**config.mk**
```make
export PLATFORM = sky130hd
export DESIGN_NAME = hazard_stall_unit
export DESIGN_NICKNAME = d
export VERILOG_FILES = /design/src/rtl/hsu_pkg.sv /design/src/rtl/hsu_src_match.sv /design/src/rtl/hsu_ctl_gen.sv /design/src/rtl/hazard_stall_unit.sv
export SDC_FILE = /design/constraint.sdc
export NUM_CORES = 1
export LEC_CHECK = 0
export BUFFER_PORTS_ARGS = -buffer_cell sky130_fd_sc_hd__buf_2
export CELL_PAD_IN_SITES_DETAIL_PLACEMENT = 2
export CELL_PAD_IN_SITES_GLOBAL_PLACEMENT = 2
export CORE_AREA = 2 2 39 41
export DETAILED_ROUTE_END_ITERATION = 8
export DIE_AREA = 0 0 41 43
export GPL_TIMING_DRIVEN = 0
export PLACE_DENSITY_LB_ADDON = 0.1
export SLEW_MARGIN = 20
export SYNTH_ARGS = -nofsm -noshare
export SYNTH_HDL_FRONTEND = slang
export SYNTH_HIERARCHICAL = 1
export SYNTH_SLANG_ARGS = --single-unit
export TNS_END_PERCENT = 1
```
**constraint.sdc**
```tcl
create_clock -name vclk -period 1.3
set_clock_uncertainty 0.1 [all_clocks]
set_input_delay 0.26 -clock vclk [all_inputs]
set_output_delay 0.26 -clock vclk [all_outputs]
set_load 0.01 [all_outputs]
```
**src/rtl/hsu_pkg.sv**
```systemverilog
package hsu_pkg;

    // Front-end control produced by the stall unit
    typedef struct packed {
        logic pc_write;
        logic ifid_write;
        logic ctrl_zero;
    } front_ctl_t;

    // Control value used when no hazard is present
    localparam front_ctl_t FRONT_RUN   = '{pc_write: 1'b1, ifid_write: 1'b1, ctrl_zero: 1'b0};
    // Control value used to freeze fetch/decode and inject a bubble
    localparam front_ctl_t FRONT_STALL = '{pc_write: 1'b0, ifid_write: 1'b0, ctrl_zero: 1'b1};

endpackage

```
**src/rtl/hsu_src_match.sv**
```systemverilog
// Compares one decode source operand with the load destination in execute.
module hsu_src_match #(
    parameter int REG_W = 5
) (
    input  logic [REG_W-1:0] src_i,
    input  logic [REG_W-1:0] dst_i,
    output logic             hit_o
);
    logic dst_live;

    always_comb begin
        // Register zero is hardwired and never carries a produced value
        dst_live = (dst_i != '0);
        hit_o    = dst_live && (src_i == dst_i);
    end
endmodule

```
**src/rtl/hsu_ctl_gen.sv**
```systemverilog
// Turns the per-source match vector and the load flag into front-end control.
module hsu_ctl_gen
    import hsu_pkg::*;
#(
    parameter int NUM_SRC = 2
) (
    input  logic [NUM_SRC-1:0] hit_i,
    input  logic               mem_rd_i,
    output front_ctl_t         ctl_o
);
    logic       any_hit;
    front_ctl_t ctl_d;

    always_comb begin
        any_hit = |hit_i;
        ctl_d   = FRONT_RUN;
        if (mem_rd_i && any_hit) begin
            ctl_d = FRONT_STALL;
        end
        ctl_o = ctl_d;
    end
endmodule

```
**src/rtl/hazard_stall_unit.sv**
```systemverilog
module hazard_stall_unit
    import hsu_pkg::*;
#(
    parameter int REG_W = 5
) (
    input  logic [REG_W-1:0] dec_src_a_i,
    input  logic [REG_W-1:0] dec_src_b_i,
    input  logic [REG_W-1:0] exe_dst_i,
    input  logic             exe_mem_rd_i,
    output logic             pc_write_o,
    output logic             ifid_write_o,
    output logic             ctrl_zero_o
);
    localparam int NUM_SRC = 2;

    logic [NUM_SRC-1:0][REG_W-1:0] src_vec;
    logic [NUM_SRC-1:0]            hit_vec;
    front_ctl_t                    ctl_d;

    always_comb begin
        src_vec[0] = dec_src_a_i;
        src_vec[1] = dec_src_b_i;
    end

    for (genvar g = 0; g < NUM_SRC; g++) begin : g_src
        hsu_src_match #(.REG_W(REG_W)) u_match (
            .src_i (src_vec[g]),
            .dst_i (exe_dst_i),
            .hit_o (hit_vec[g])
        );
    end

    hsu_ctl_gen #(.NUM_SRC(NUM_SRC)) u_ctl (
        .hit_i    (hit_vec),
        .mem_rd_i (exe_mem_rd_i),
        .ctl_o    (ctl_d)
    );

    always_comb begin
        pc_write_o   = ctl_d.pc_write;
        ifid_write_o = ctl_d.ifid_write;
        ctrl_zero_o  = ctl_d.ctrl_zero;
    end
endmodule

```
[After elaboration in Yosys (flattened, before gate mapping)]
Cells that the tools add are included.
Cells by class
  eq/ne operators: 2
  multiplexer cells: 1
  reductions and logical operators: 5
Operators with widths (count)
  equality test 5 bit: 2
  nonzero test 5 bit: 1
  logical AND 1 bit: 3
  2-to-1 mux 3 bit: 1
  OR reduction 2 bit: 1
Storage, ports and cells
  register bits: 0
  input port bits: 16
  word-level logic and storage cells: 8

[Longest topological paths before layout]
Gate-level depths: netlist of the first run.
  depth in word-level cells: 5
  mapped depth: 5

[By module]
The synthesis of the first run kept the hierarchy.
Modules (own cells, without submodules)
  hsu_src_match: instances 2, cells an instance 9, area each 70.1 µm², seq. area each 0.0 µm²
  hsu_ctl_gen: instances 1, cells an instance 3, area each 20.0 µm², seq. area each 0.0 µm²

[Worst setup path before layout of the first run]
Ideal clock, no wire load.
  path kind: input to output
  start point: input port exe_dst_i[0]
  end point: output port pc_write_o
  arrival: 1.104 ns
  setup slack: -0.164 ns
  cell stages on the path: 4
  cells stage by stage: o41ai_2 > a21oi_1 > o21ai_1 > buf_4
Between the ends
  word-level cells in the longest chain between the ends: 5
  elaborated cells on any way between the ends: 8
  those cells by class: eq/ne: 2; mux: 1; reduce/logical: 5
Ends and longest elaborated chain
  start, declared: line hazard_stall_unit.sv:8  | input logic [REG_W-1:0] exe_dst_i,
  equality test 5 bit / nonzero test 5 bit (equally long branches): line hsu_src_match.sv:14, hsu_src_match.sv:13
  logical AND 1 bit *: line hsu_src_match.sv:14  | hit_o = dst_live && (src_i == dst_i);
  named net hit_vec[1]: line hazard_stall_unit.sv:17  | logic [NUM_SRC-1:0] hit_vec;
  OR reduction 2 bit *: line hsu_ctl_gen.sv:15  | any_hit = |hit_i;
  logical AND 1 bit *: line hsu_ctl_gen.sv:17  | if (mem_rd_i && any_hit) begin
  2-to-1 mux 3 bit *: line hsu_ctl_gen.sv:17
  end, declared: line hazard_stall_unit.sv:10  | output logic pc_write_o,
The timed path passes the listed nets; every way through them passes the cells marked *.

[Worst setup path after layout of the first run]
  start point: input port exe_dst_i[3]
  end point: output port pc_write_o
The elaborated chain is that of the path after synthesis.

==> flow_summary.ini, run 1 <==
[outcome]
outcome = finished with violations
violations = negative setup slack

[place]
numPortBuffers = 19
placed_cell_area_um2 = 279
dp.cells = 56
gp_congestion = 0.552
place_hpwl_um = 569

[synth]
synth_top_area_share_pct = 43.7
yosys.area_share.simple_pct = 17.2
avgSynthCellArea_um2 = 7.63
synth_compound_area_share_pct = 34.4
syn_inst = 21
yosys_warnings = 6
syn-num-nets = 37
synth-adder-area-share_pct = 0
synth_area_leaders = xnor2_1 (44%), o41ai_2 (20%), nand4_1 (7.8%)
synth_cell_type_count = 9
synth_top_family_by_area = XOR/XNOR gates
ys_seq_area_share_pct = 0
yosys.area.top_type = xnor2_1
synth_xor_area_share_pct = 43.7
muxShareOfSynthArea_pct = 0
netlist_area_um2 = 160

[critical_path]
end_kind = output port
critPathMaxFanout = 4
cp.arrival_ns = 1.20
path_cells = buf_12 -> o41ai_4 -> a21oi_2 -> o21ai_2 -> buf_4 -> buf_6
crit_buf_inv = 3
critPathSlowestCell = o41ai_4
crit_type = input pin to output port
worst_setup_path_start_kind = input pin
slowest_delay_ns = 0.35
required_ns = 0.94
crit_family = compound AO/OA/AOI/OAI gates

[min_path]
holdCritPathClass = input pin to output port
whs_path_depth = 3
hold_end = ifid_write_o
hold_path.startpoint = exe_mem_rd_i

[cells_and_area]
mostFrequentLayoutCells = buf_2 (14), xnor2_2 (5), xnor2_1 (3)
area_delta_synth_final_pct = 145
instances_no_fill = 56
drive_above_1_share_pct = 80.0
final_common_cell = buf_2
seq_cell_count = 0
num-clock-buffers = 0
nNetsFinal = 58
diodes = 0
fin_area_um2 = 392
fillers = 164
register_area_um2 = 0
multi_input_area_um2 = 229

[global_routing]
overflow = 0
use_met3_pct = 0
grt_busiest_layer = met2
antenna_found_initial = 0
first_global_vias = 261
track_usage_pct = 8.19
use_met2_pct = 14.7
grt_pass1_wl_um = 1080
met1_usage_pct = 11.1
grt_max_degree = 5

[timing]
worstMarginPinSlew_ns = 0.253
fin_ws_ns = -0.261
hold_viol = 0
setup_viol = 3
max_slew_margin_pct = 83.1
fmax_mhz = 641
finalCritPeriodShare_pct = 120
layout_min_cycle_time_ns = 1.56
maxSlewViolCount = 0
rsz0062_at_grt = true
fin_setup_tns_ns = -0.672

[power]
p_sw_share_pct = 43.1
clockPowerShare_pct = 0
leakagePower_uw = 0.000165
powerDensity_nw_per_um2 = 308
p_switching_uw = 52.1
seqPwrFrac_pct = 0
peakVddDrop_uv = 55.3
power_uw = 121
p_int_uw = 68.7
pwr-share-comb_pct = 100.0

[routing]
num_vias = 228
post_drt_wl_per_cell_um = 11.9
initialDrtViolationCount = 2
drt_wl_total_um = 664
drc = 0
ant_nets = 0
first_pass_iters = 2
via_per_inst = 4.07

[die]
core_um2 = 1380
rows = 14
die_w_um = 41
die_y_um = 43
start_util_pct = 11.6
dieArea_um2 = 1760
ios = 19

[clocking]
postCtsSetupBuffers = 0

[flow_run]
maxCapViolations = 0
cell usage after synthesis, drive strengths merged:
cell type	n
nand4	2
xnor2	8
o21a	1
a21oi	2
o21ai	1
o41ai	2
buf	1
nor2	2
nand2	2
through the flow:
stage | utilization [%] | worst slack [ns] | hold WS [ns]
finish | 28.3 | -0.261 | 0.703
detailed placement | 20.2 | -0.412 | 0.705
global route | 28.3 | -0.324 | 0.726
floorplan | - | -0.105 | 0.475
global placement | 20.2 | -0.335 | 0.697
CTS | 24.1 | -0.269 | 0.709
layer usage:
| layer | up-vias | routed length [um] |
|---|---|---|
| met2 | 14 | 329 |
| met3 | 0 | 59 |
| li1 | 116 | - |
| met5 | - | 0 |
| met4 | 0 | 0 |
| met1 | 98 | 275 |
worst max-delay path by stage:
stage	start	endpoint	slack (ns)	cells after the start
after floorplan	exe_dst_i[0]	pc_write_o	-0.11	4
after global routing	exe_dst_i[3]	pc_write_o	-0.32	6
final	exe_dst_i[3]	pc_write_o	-0.26	6
after global placement	exe_dst_i[0]	pc_write_o	-0.34	7
after CTS	exe_dst_i[3]	pc_write_o	-0.27	6
after detailed placement	exe_dst_i[0]	pc_write_o	-0.41	7
cells by family after synthesis:
| logic type | after synthesis |
|---|---|
| compound gates | 6 |
| xor+xnor | 8 |
| buf+inv | 1 |
| simple gates | 6 |
power groups by stage:
stage               clock, uW  combinational, uW  sequential (uW)
detailed placement          0               82.1                0
global placement            0               79.1                0
CTS                         0                100                0
global route                0                131                0
floorplan                   0               36.5                0
finish                      0                121                0
final cells by class:
type | instances | area share [%]
multi-input combinational | 20 | 58.5
tap | 16 | 5.11
buffer | 1 | 1.92
timing repair buffer | 19 | 34.5
timing repair:
item / in CTS / in global routing
pin swaps: 8 / 5
gates resized for setup: 12 / 10
setup endpoints to repair: 3 / 3
hold buffers: 0 / 0
No activity file was read; power rests on OpenSTA's default activity.
==> inputs of run 2 (changes only) <==
- clock period: 1.3 -> 1.55 ns (I/O delays scaled with it)
==> run 2 against run 1 <==
  * Power fell by 15%
  * Sequential share of layout area did not move
  * The flow still finishes with violations (negative setup slack)
  * Final cell count rose by 1.8%
  * Die area did not move
  * Final area did not move
  * Critical path depth did not move
==> flow_summary.ini, run 2 (synthesis gave the netlist of run 1 again) <==
[die]
die_y_um = 43
die_w_um = 41
ios = 19
rows = 14
core_um2 = 1380
dieArea_um2 = 1760
start_util_pct = 11.6

[cells_and_area]
drive_above_1_share_pct = 78.0
mostFrequentLayoutCells = buf_2 (14), xnor2_1 (4), xnor2_2 (4)
num-clock-buffers = 0
area_delta_synth_final_pct = 145
register_area_um2 = 0
diodes = 0
final_common_cell = buf_2
nNetsFinal = 59
seq_cell_count = 0
fin_area_um2 = 392

[routing]
first_pass_iters = 1
drt_wl_total_um = 775
via_per_inst = 4.18
ant_nets = 0
num_vias = 238
initialDrtViolationCount = 0
drc = 0
post_drt_wl_per_cell_um = 13.6

[timing]
hold_viol = 0
worstMarginPinSlew_ns = 0.253
setup_viol = 3
fmax_mhz = 602
rsz0062_at_grt = true
maxSlewViolCount = 0
finalCritPeriodShare_pct = 107
layout_min_cycle_time_ns = 1.66
fin_ws_ns = -0.110
max_slew_margin_pct = 83.1

[global_routing]
track_usage_pct = 9.01
grt_max_degree = 5
grt_pass1_wl_um = 1120
antenna_found_initial = 0
overflow = 0
first_global_vias = 261

[place]
dp_slack_ns = -0.206
numPortBuffers = 19
placed_cell_area_um2 = 279
place_hpwl_um = 614
gp_congestion = 0.543

[critical_path]
end_kind = output port
required_ns = 1.14
crit_type = input pin to output port
critPathMaxFanout = 4
worst_setup_path_start_kind = input pin
cp.arrival_ns = 1.25

[flow_run]
maxCapViolations = 0

[power]
leakagePower_uw = 0.000164
peakVddDrop_uv = 49.3
power_uw = 103
powerDensity_nw_per_um2 = 262

[outcome]
outcome = finished with violations
violations = negative setup slack

[min_path]
whs_path_depth = 3
holdCritPathClass = input pin to output port

[clocking]
cts-hold-fix-buffers = 0
==> run 2: cell count changes in the layout (fill, tap and decap cells not counted), sizes merged <==
cell / before / now
buf: 19 / 21
clkbuf: 1 / 0
==> run 2: path summary, 6_finish.rpt <==
path	to	from
max	pc_write_o	exe_dst_i[0]
min	ifid_write_o	exe_mem_rd_i
==> run 2: repair_timing <==
action / in CTS / in global routing
gates resized for setup: 13 / 8
pin swaps: 8 / 8
setup endpoints to repair: 3 / 3
gates cloned: 0 / 0
buffers inserted: 0 / 1
==> run 2: per-layer routing <==
metal / track usage, % / wire length, um / vias to the layer above
met5: 0 / 0 / -
met4: 0 / 0 / 0
met3: 0.524 / 75 / 0
met2: 18.4 / 429 / 14
met1: 9.55 / 270 / 108
li1: - / - / 116
==> run 2: worst max-delay path, cell delays in order <==
cell and delay, ns:
buf_12 0.11, o41ai_4 0.34, a21oi_2 0.11, o21ai_2 0.16, buf_4 0.13, buf_6 0.09
==> run 2: metrics by stage <==
stage	utilization (%)	TNS, ns	hold slack, ns	std cells
global placement	20.2	-0.354	0.796	56
floorplan	-	0	0.575	21
finish	28.3	-0.213	0.806	57
detailed placement	20.2	-0.460	0.808	56
global route	28.3	-0.380	0.830	57
CTS	24.9	-0.260	0.811	56
==> run 2: layout make-up <==
type / instances / area (um2)
Buffer: 1 / 7.51
Timing Repair Buffer: 20 / 143
Tap cell: 16 / 20.0
Fill cell: 162 / 992
Multi-Input combinational cell: 20 / 221
==> run 2: power breakdown <==
part           internal [uW]  leakage, uW  switching, uW
combinational           57.9     0.000164           44.6
clock                      0            0              0
sequential                 0            0              0
total                   57.9     0.000164           44.6
